[src/rtl/kwdog_pkg.sv]
`timescale 1ns/1ps
package kwdog_pkg;
  localparam int DW = 32;
  localparam int AW = 8;
  localparam int KEYLEN_W = 5;
  localparam int LEN_W = DW - KEYLEN_W;

  localparam logic [AW-1:0] OFF_CTRL  = 8'h00;
  localparam logic [AW-1:0] OFF_LEN   = 8'h04;
  localparam logic [AW-1:0] OFF_KICK  = 8'h08;
  localparam logic [AW-1:0] OFF_SWRST = 8'h14;

  localparam logic [7:0]          CTRL_KEY   = 8'h22;
  localparam logic [KEYLEN_W-1:0] LEN_KEY    = 5'h08;
  localparam logic [DW-1:0]       KICK_CODE  = 32'h0000_1971;
  localparam logic [DW-1:0]       SWRST_CODE = 32'h0000_1209;

  typedef struct packed {
    logic dual;
    logic auto_rl;
    logic irq_sel;
    logic pin_en;
    logic pol_hi;
    logic run;
  } ctrl_t;

  function automatic ctrl_t ctrl_from_word(input logic [DW-1:0] w);
    ctrl_t c;
    c.run     = w[0];
    c.pol_hi  = w[1];
    c.pin_en  = w[2];
    c.irq_sel = w[3];
    c.auto_rl = w[4];
    c.dual    = w[6];
    return c;
  endfunction

  function automatic logic [DW-1:0] ctrl_to_word(input ctrl_t c);
    logic [DW-1:0] w;
    w    = '0;
    w[0] = c.run;
    w[1] = c.pol_hi;
    w[2] = c.pin_en;
    w[3] = c.irq_sel;
    w[4] = c.auto_rl;
    w[6] = c.dual;
    return w;
  endfunction
endpackage

[src/rtl/kwdog_count.sv]
`timescale 1ns/1ps
module kwdog_count #(
  parameter int LEN_W = 27,
  parameter int PRE_W = 9
) (
  input  logic             clk_i,
  input  logic             rst_i,
  input  logic             tick_i,
  input  logic             run_i,
  input  logic             load_i,
  input  logic             auto_rl_i,
  input  logic [LEN_W-1:0] len_i,
  output logic             expire_o
);
  logic [LEN_W-1:0] cnt_q;
  logic             unit_end;
  logic             step;

  assign step = run_i && tick_i && (cnt_q != '0);

  generate
    if (PRE_W == 0) begin : g_nopre
      assign unit_end = step;
    end else begin : g_pre
      localparam logic [PRE_W-1:0] PRE_MAX = '1;
      logic [PRE_W-1:0] pre_q;
      always_ff @(posedge clk_i) begin
        if (rst_i || load_i) begin
          pre_q <= '0;
        end else if (step) begin
          pre_q <= (pre_q == PRE_MAX) ? '0 : pre_q + 1'b1;
        end
      end
      assign unit_end = step && (pre_q == PRE_MAX);
    end
  endgenerate

  always_ff @(posedge clk_i) begin
    if (rst_i) begin
      cnt_q    <= '0;
      expire_o <= 1'b0;
    end else begin
      expire_o <= 1'b0;
      if (load_i) begin
        cnt_q <= len_i;
      end else if (unit_end) begin
        if (cnt_q == LEN_W'(1)) begin
          expire_o <= 1'b1;
          cnt_q    <= auto_rl_i ? len_i : '0;
        end else begin
          cnt_q <= cnt_q - 1'b1;
        end
      end
    end
  end
endmodule

[src/rtl/kwdog_outs.sv]
`timescale 1ns/1ps
module kwdog_outs #(
  parameter int RST_CYCLES = 16
) (
  input  logic clk_i,
  input  logic rst_i,
  input  logic expire_i,
  input  logic swrst_i,
  input  logic kick_i,
  input  logic irq_sel_i,
  input  logic dual_i,
  input  logic pin_en_i,
  input  logic pol_hi_i,
  output logic rst_req_o,
  output logic ext_rst_o,
  output logic irq_o
);
  localparam int HW = (RST_CYCLES > 1) ? $clog2(RST_CYCLES) : 1;
  localparam logic [HW-1:0] HOLD_LOAD = HW'(RST_CYCLES - 1);

  logic          fire;
  logic          irq_set;
  logic [HW-1:0] hold_q;

  assign fire    = (expire_i && (!irq_sel_i || dual_i)) || swrst_i;
  assign irq_set = expire_i && (irq_sel_i || dual_i);

  always_ff @(posedge clk_i) begin
    if (rst_i) begin
      hold_q    <= '0;
      rst_req_o <= 1'b0;
    end else if (fire) begin
      hold_q    <= HOLD_LOAD;
      rst_req_o <= 1'b1;
    end else if (hold_q != '0) begin
      hold_q <= hold_q - 1'b1;
    end else begin
      rst_req_o <= 1'b0;
    end
  end

  always_ff @(posedge clk_i) begin
    if (rst_i || kick_i) begin
      irq_o <= 1'b0;
    end else if (irq_set) begin
      irq_o <= 1'b1;
    end
  end

  always_comb begin
    if (pin_en_i) begin
      ext_rst_o = pol_hi_i ? rst_req_o : !rst_req_o;
    end else begin
      ext_rst_o = !pol_hi_i;
    end
  end
endmodule

[src/rtl/kwdog_regs.sv]
`timescale 1ns/1ps
module kwdog_regs
  import kwdog_pkg::*;
#(
  parameter logic [LEN_W-1:0] DEF_LEN = 27'd1984
) (
  input  logic             clk_i,
  input  logic             rst_i,
  input  logic             wr_en_i,
  input  logic [AW-1:0]    addr_i,
  input  logic [DW-1:0]    wdata_i,
  output logic [DW-1:0]    rdata_o,
  output ctrl_t            ctrl_o,
  output logic [LEN_W-1:0] len_o,
  output logic             start_o,
  output logic             kick_o,
  output logic             swrst_o
);
  logic  ctrl_wr;
  logic  len_wr;
  ctrl_t ctrl_nx;

  assign ctrl_nx = ctrl_from_word(wdata_i);
  assign ctrl_wr = wr_en_i && (addr_i == OFF_CTRL) && (wdata_i[DW-1:DW-8] == CTRL_KEY);
  assign len_wr  = wr_en_i && (addr_i == OFF_LEN) && (wdata_i[KEYLEN_W-1:0] == LEN_KEY);
  assign kick_o  = wr_en_i && (addr_i == OFF_KICK) && (wdata_i == KICK_CODE);
  assign swrst_o = wr_en_i && (addr_i == OFF_SWRST) && (wdata_i == SWRST_CODE);
  assign start_o = ctrl_wr && ctrl_nx.run && !ctrl_o.run;

  always_ff @(posedge clk_i) begin
    if (rst_i) begin
      ctrl_o <= '0;
    end else if (ctrl_wr) begin
      ctrl_o <= ctrl_nx;
    end
  end

  always_ff @(posedge clk_i) begin
    if (rst_i) begin
      len_o <= DEF_LEN;
    end else if (len_wr) begin
      len_o <= wdata_i[DW-1:KEYLEN_W];
    end
  end

  always_ff @(posedge clk_i) begin
    if (rst_i) begin
      rdata_o <= '0;
    end else begin
      unique case (addr_i)
        OFF_CTRL: rdata_o <= ctrl_to_word(ctrl_o);
        OFF_LEN:  rdata_o <= {len_o, {KEYLEN_W{1'b0}}};
        default:  rdata_o <= '0;
      endcase
    end
  end
endmodule

[src/rtl/kwdog_top.sv]
`timescale 1ns/1ps
module kwdog_top
  import kwdog_pkg::*;
#(
  parameter int PRE_W      = 9,
  parameter int RST_CYCLES = 16,
  parameter int DEF_LEN    = 1984
) (
  input  logic          clk_i,
  input  logic          rst_i,
  input  logic          tick_i,
  input  logic          wr_en_i,
  input  logic [AW-1:0] addr_i,
  input  logic [DW-1:0] wdata_i,
  output logic [DW-1:0] rdata_o,
  output logic          rst_req_o,
  output logic          ext_rst_o,
  output logic          irq_o
);
  ctrl_t            ctrl_w;
  logic [LEN_W-1:0] len_w;
  logic             start_w;
  logic             kick_w;
  logic             swrst_w;
  logic             expire_w;

  kwdog_regs #(
    .DEF_LEN (LEN_W'(DEF_LEN))
  ) u_regs (
    .clk_i   (clk_i),
    .rst_i   (rst_i),
    .wr_en_i (wr_en_i),
    .addr_i  (addr_i),
    .wdata_i (wdata_i),
    .rdata_o (rdata_o),
    .ctrl_o  (ctrl_w),
    .len_o   (len_w),
    .start_o (start_w),
    .kick_o  (kick_w),
    .swrst_o (swrst_w)
  );

  kwdog_count #(
    .LEN_W (LEN_W),
    .PRE_W (PRE_W)
  ) u_count (
    .clk_i     (clk_i),
    .rst_i     (rst_i),
    .tick_i    (tick_i),
    .run_i     (ctrl_w.run),
    .load_i    (start_w || kick_w),
    .auto_rl_i (ctrl_w.auto_rl),
    .len_i     (len_w),
    .expire_o  (expire_w)
  );

  kwdog_outs #(
    .RST_CYCLES (RST_CYCLES)
  ) u_outs (
    .clk_i     (clk_i),
    .rst_i     (rst_i),
    .expire_i  (expire_w),
    .swrst_i   (swrst_w),
    .kick_i    (kick_w),
    .irq_sel_i (ctrl_w.irq_sel),
    .dual_i    (ctrl_w.dual),
    .pin_en_i  (ctrl_w.pin_en),
    .pol_hi_i  (ctrl_w.pol_hi),
    .rst_req_o (rst_req_o),
    .ext_rst_o (ext_rst_o),
    .irq_o     (irq_o)
  );
endmodule

[config.mk]
export PLATFORM = sky130hd
export DESIGN_NAME = kwdog_top
export DESIGN_NICKNAME = d
export VERILOG_FILES = /design/src/rtl/kwdog_pkg.sv /design/src/rtl/kwdog_count.sv /design/src/rtl/kwdog_outs.sv /design/src/rtl/kwdog_regs.sv /design/src/rtl/kwdog_top.sv
export SDC_FILE = /design/constraint.sdc
export NUM_CORES = 1
export LEC_CHECK = 0
export BUFFER_PORTS_ARGS = -buffer_cell sky130_fd_sc_hd__buf_2
export CAP_MARGIN = 20
export CELL_PAD_IN_SITES_DETAIL_PLACEMENT = 1
export CELL_PAD_IN_SITES_GLOBAL_PLACEMENT = 1
export CORE_MARGIN = 1.5
export CORE_UTILIZATION = 40
export CTS_BUF_LIST = sky130_fd_sc_hd__clkbuf_4
export CTS_CLUSTER_DIAMETER = 80
export CTS_CLUSTER_SIZE = 30
export DETAILED_ROUTE_END_ITERATION = 6
export GPL_TIMING_DRIVEN = 0
export PLACE_DENSITY = 0.86
export SYNTH_ARGS = -nofsm -noshare
export SYNTH_HDL_FRONTEND = slang
export SYNTH_SLANG_ARGS = --single-unit
export TNS_END_PERCENT = 50
[constraint.sdc]
create_clock -name clk_i -period 2.7 [get_ports clk_i]
set_input_delay 0.54 -clock clk_i [delete_from_list [all_inputs] [get_ports clk_i]]
set_output_delay 0.54 -clock clk_i [all_outputs]
set_load 0.005 [all_outputs]
==> metrics.md <==
| Metric | Value |
|---|---|
| Share of layout cells above drive strength 1 | 23.00% |
| Gpl congestion | 0.8743 |
| Area added between synthesis and finish | 16.48% |
| Worst setup path class | reg -> reg |
| Register area share after synthesis | 43.96% |
| Fmax achieved | 373.7 MHz |
| Overall die area | 12,970 µm² |
| CP Max Fanout | 6 |
| Standard-cell row count | 40 |
| Worst Setup End Kind | flip-flop |
| Worst skew pair latency | 0.52 ns |
| Xor-xnor portion of the synthesized cell area | 3.561% |
| H-tree Lvls | 3 |
| Register bit total from synthesis | 108 |
| TritonCTS clock tree | done |
| Final Hold Viols | 0 |
| Top Ports | 79 |
| Drt first pass iters | 5 |
| Adder and majority gate portion of the synthesized area | 1.272% |
| Die H | 113.9 µm |
| EDFF count, synth | 0 |
| Worst Hold Slack | 0.2343 ns |
| Measured slew at the worst slew-check pin | 0.7533 ns |
| Antenna fix cells | 0 |
| Synth async-reset ratio | 0% |
| Number of global-route vias before repair | 4,943 |
| Crit path from | u_count.cnt_q[9] |
| HP Class | in -> reg |
| Reg2Reg Launch Point | u_count.cnt_q[9] |
| Max Slew Vio Count | 0 |
| Leakage Power | 0.002352 µW |
| DP HPWL | 12.20 mm |
| Syn Inst Count | 565 |
| GRT Overall Usage | 25.73% |
| WL final | 16.17 mm |
| Max-cap violations | 0 |
| Clk buf depth | 2 |
| Cell area after synthesis | 4918 µm² |
| Worst Hold Launch | wdata_i[14] |
| Synth cell types | 51 |
| Initial Utilization | 40.95% |
| Min Tclk post-route | 2.676 ns |
| Initial antenna violation count | 0 |
| Largest area contributor in the netlist | dfxtp_1 |
| Syn. warnings | 0 |
| Critical path arrival | 3.08 ns |
| Syn Area/Cell | 8.705 µm² |
| Post-Synthesis Net Count | 614 |
| GRT overflow | 0 |
| CTS clk-pin slew, worst paths | 0.17 ns |
| Number of fill cells | 1,485 |
| PD cells | 477.2 nW/µm² |
| Outcome | completed |
| Total negative slack | 0 ns |
| VDD IR max | 0.0005603 V |
| First-pass GRT wire length | 25.61 mm |
| Die width | 113.9 µm |
| NumNets Final | 705 |
| Largest net degree at the start of global routing | 19 |
| Worst setup SP type | flip-flop |
| Initial DRC count | 284 |
| Residual DRC count | 0 |
| Largest family of logic cells by synthesized area | simple AND/OR/NAND/NOR gates |
| Clk sinks | 108 |
| Core footprint | 12,010 µm² |
| Slew HR | 49.78% |
| Pwr Total | 2734 µW |
| Area contributors post-synth | dfxtp_1 (44%), nand2_1 (5.5%), a21oi_1 (4.8%) |
| Fin crit share | 99.11% |
| CTS Hold Bufs | 0 |
| Synth Area in Compound Gates | 15.98% |
| Drt wl/cell | 20.01 µm |
| Vias per cell | 5.767 |
| Final Skew | 0.02199 ns |
| Via Count | 4,660 |
| Top-area cell type share of the netlist area | 43.96% |
| Mux cell area share after synthesis | 2.061% |
| # setup viols final | 0 |
| Unrepaired setup endpoints after global routing | true |
| IO Port Bufs | 78 |
| CTS root buffer | clkbuf_4 |
| Total CTS buffers | 9 |
| Synth Flop Type | dfxtp_1 |
| WP data required | 3.11 ns |
| Post-synthesis simple-gate area fraction | 28.14% |
| Routed Antenna Nets | 0 |
[area by class of cell]
class | count | area [µm²] | share of cell area, %
timing repair buffer | 80 | 402.9 | 7.032
sequential | 108 | 2165 | 37.78
multi-input combinational | 405 | 2570 | 44.86
buffer | 31 | 183.9 | 3.210
clock buffer | 10 | 75.07 | 1.310
inverter | 21 | 78.83 | 1.376
clock inverter | 6 | 70.07 | 1.223
tap | 147 | 183.9 | 3.210
[path summary, 6_finish.rpt]
kind | end | slack (ns) | cells past startpoint
setup / recovery | u_count.cnt_q[19] | 0.02 | 7
hold / removal | u_regs.len_o[9] | 0.23 | 2
setup reg to reg | u_count.cnt_q[19] | 0.02 | 7
hold reg to reg | u_regs.len_o[12] | 0.50 | 2
[sequential cells by signal (all words and copies together), names as in the netlist]
name                 count
u_regs.len_o            27
u_outs.irq_o             1
u_outs.hold_q            4
u_outs.rst_req_o         1
u_regs.rdata_o          32
u_count.g_pre.pre_q      9
u_regs.ctrl_o            6
u_count.expire_o         1
u_count.cnt_q           27
[critical path, stage by stage, from the launching register on]
cell     delay, ns
dfxtp_2       0.38
or4_4         0.59
or4_4         0.43
buf_6         0.15
or2_2         0.33
or4_1         0.42
a21oi_1       0.17
o32ai_1       0.09
[layout by cell type (no fill, tap or decap), types with 9 or more instances in the layout]
| cell | n |
|---|---|
| clkbuf_1 | 15 |
| o32ai_1 | 9 |
| buf_2 | 85 |
| mux2i_1 | 9 |
| a22oi_1 | 12 |
| a21oi_1 | 47 |
| nand2_1 | 72 |
| clkbuf_4 | 13 |
| dfxtp_1 | 106 |
| nor2_1 | 48 |
| nor3_1 | 21 |
| and2_1 | 31 |
| xor2_1 | 14 |
| inv_1 | 20 |
[power breakdown]
part           internal (µW)  switching, µW
Sequential              1620           17.9
Combinational           91.6            125
Clock                    303            578
Total                   2010            721
[logic make-up after synthesis]
logic type / after synthesis
simple gates: 259
compound gates: 111
flops: 108
buf+inv: 52
xor+xnor: 20
mux: 10
fa+ha+maj: 5
[per-layer routing]
layer  track usage (%)  vias up  routed length (µm)
li1                  -     2189                   -
met1             30.99     2290                6976
met2             44.30      136                7855
met3             6.057       45                 704
met4             10.33        0                 634
met5                 0        -                   0
[through the flow]
step	instance area, µm²	cells	setup WS [ns]	utilization, %
after floorplan	4918	565	0.002588	-
after global placement	5493	790	-0.7042	45.73
after detailed placement	5493	790	-0.7326	45.73
after CTS	5680	807	0.02975	47.29
after global routing	5729	808	-0.009618	47.70
final	5729	808	0.02416	47.70
[repair_timing]
action,in CTS,in global routing
buffers inserted,1,0
gates resized for setup,10,18
pin swaps,1,0
setup endpoints to repair,32,34
[cell usage after synthesis (4+ instances only)]
cell and count:
buf_2 5, nand3b_1 6, clkbuf_1 21, nor4_1 13, o21ai_0 7, nor2_1 48
and2_1 31, or4_1 6, xnor2_1 6, inv_1 21, xor2_1 14, ha_1 5
a21oi_1 47, nand3_1 6, o32ai_1 9, or4_4 4, nor4b_1 5, dfxtp_1 108
nor3_1 21, a211oi_1 9, a31oi_1 8, and3_1 5, or3_1 8, nand2_1 72
a22oi_2 6, a22oi_1 12, nand4_1 8, buf_6 4, mux2i_1 9, a211oi_2 7
No activity file was read; power rests on OpenSTA's default activity.
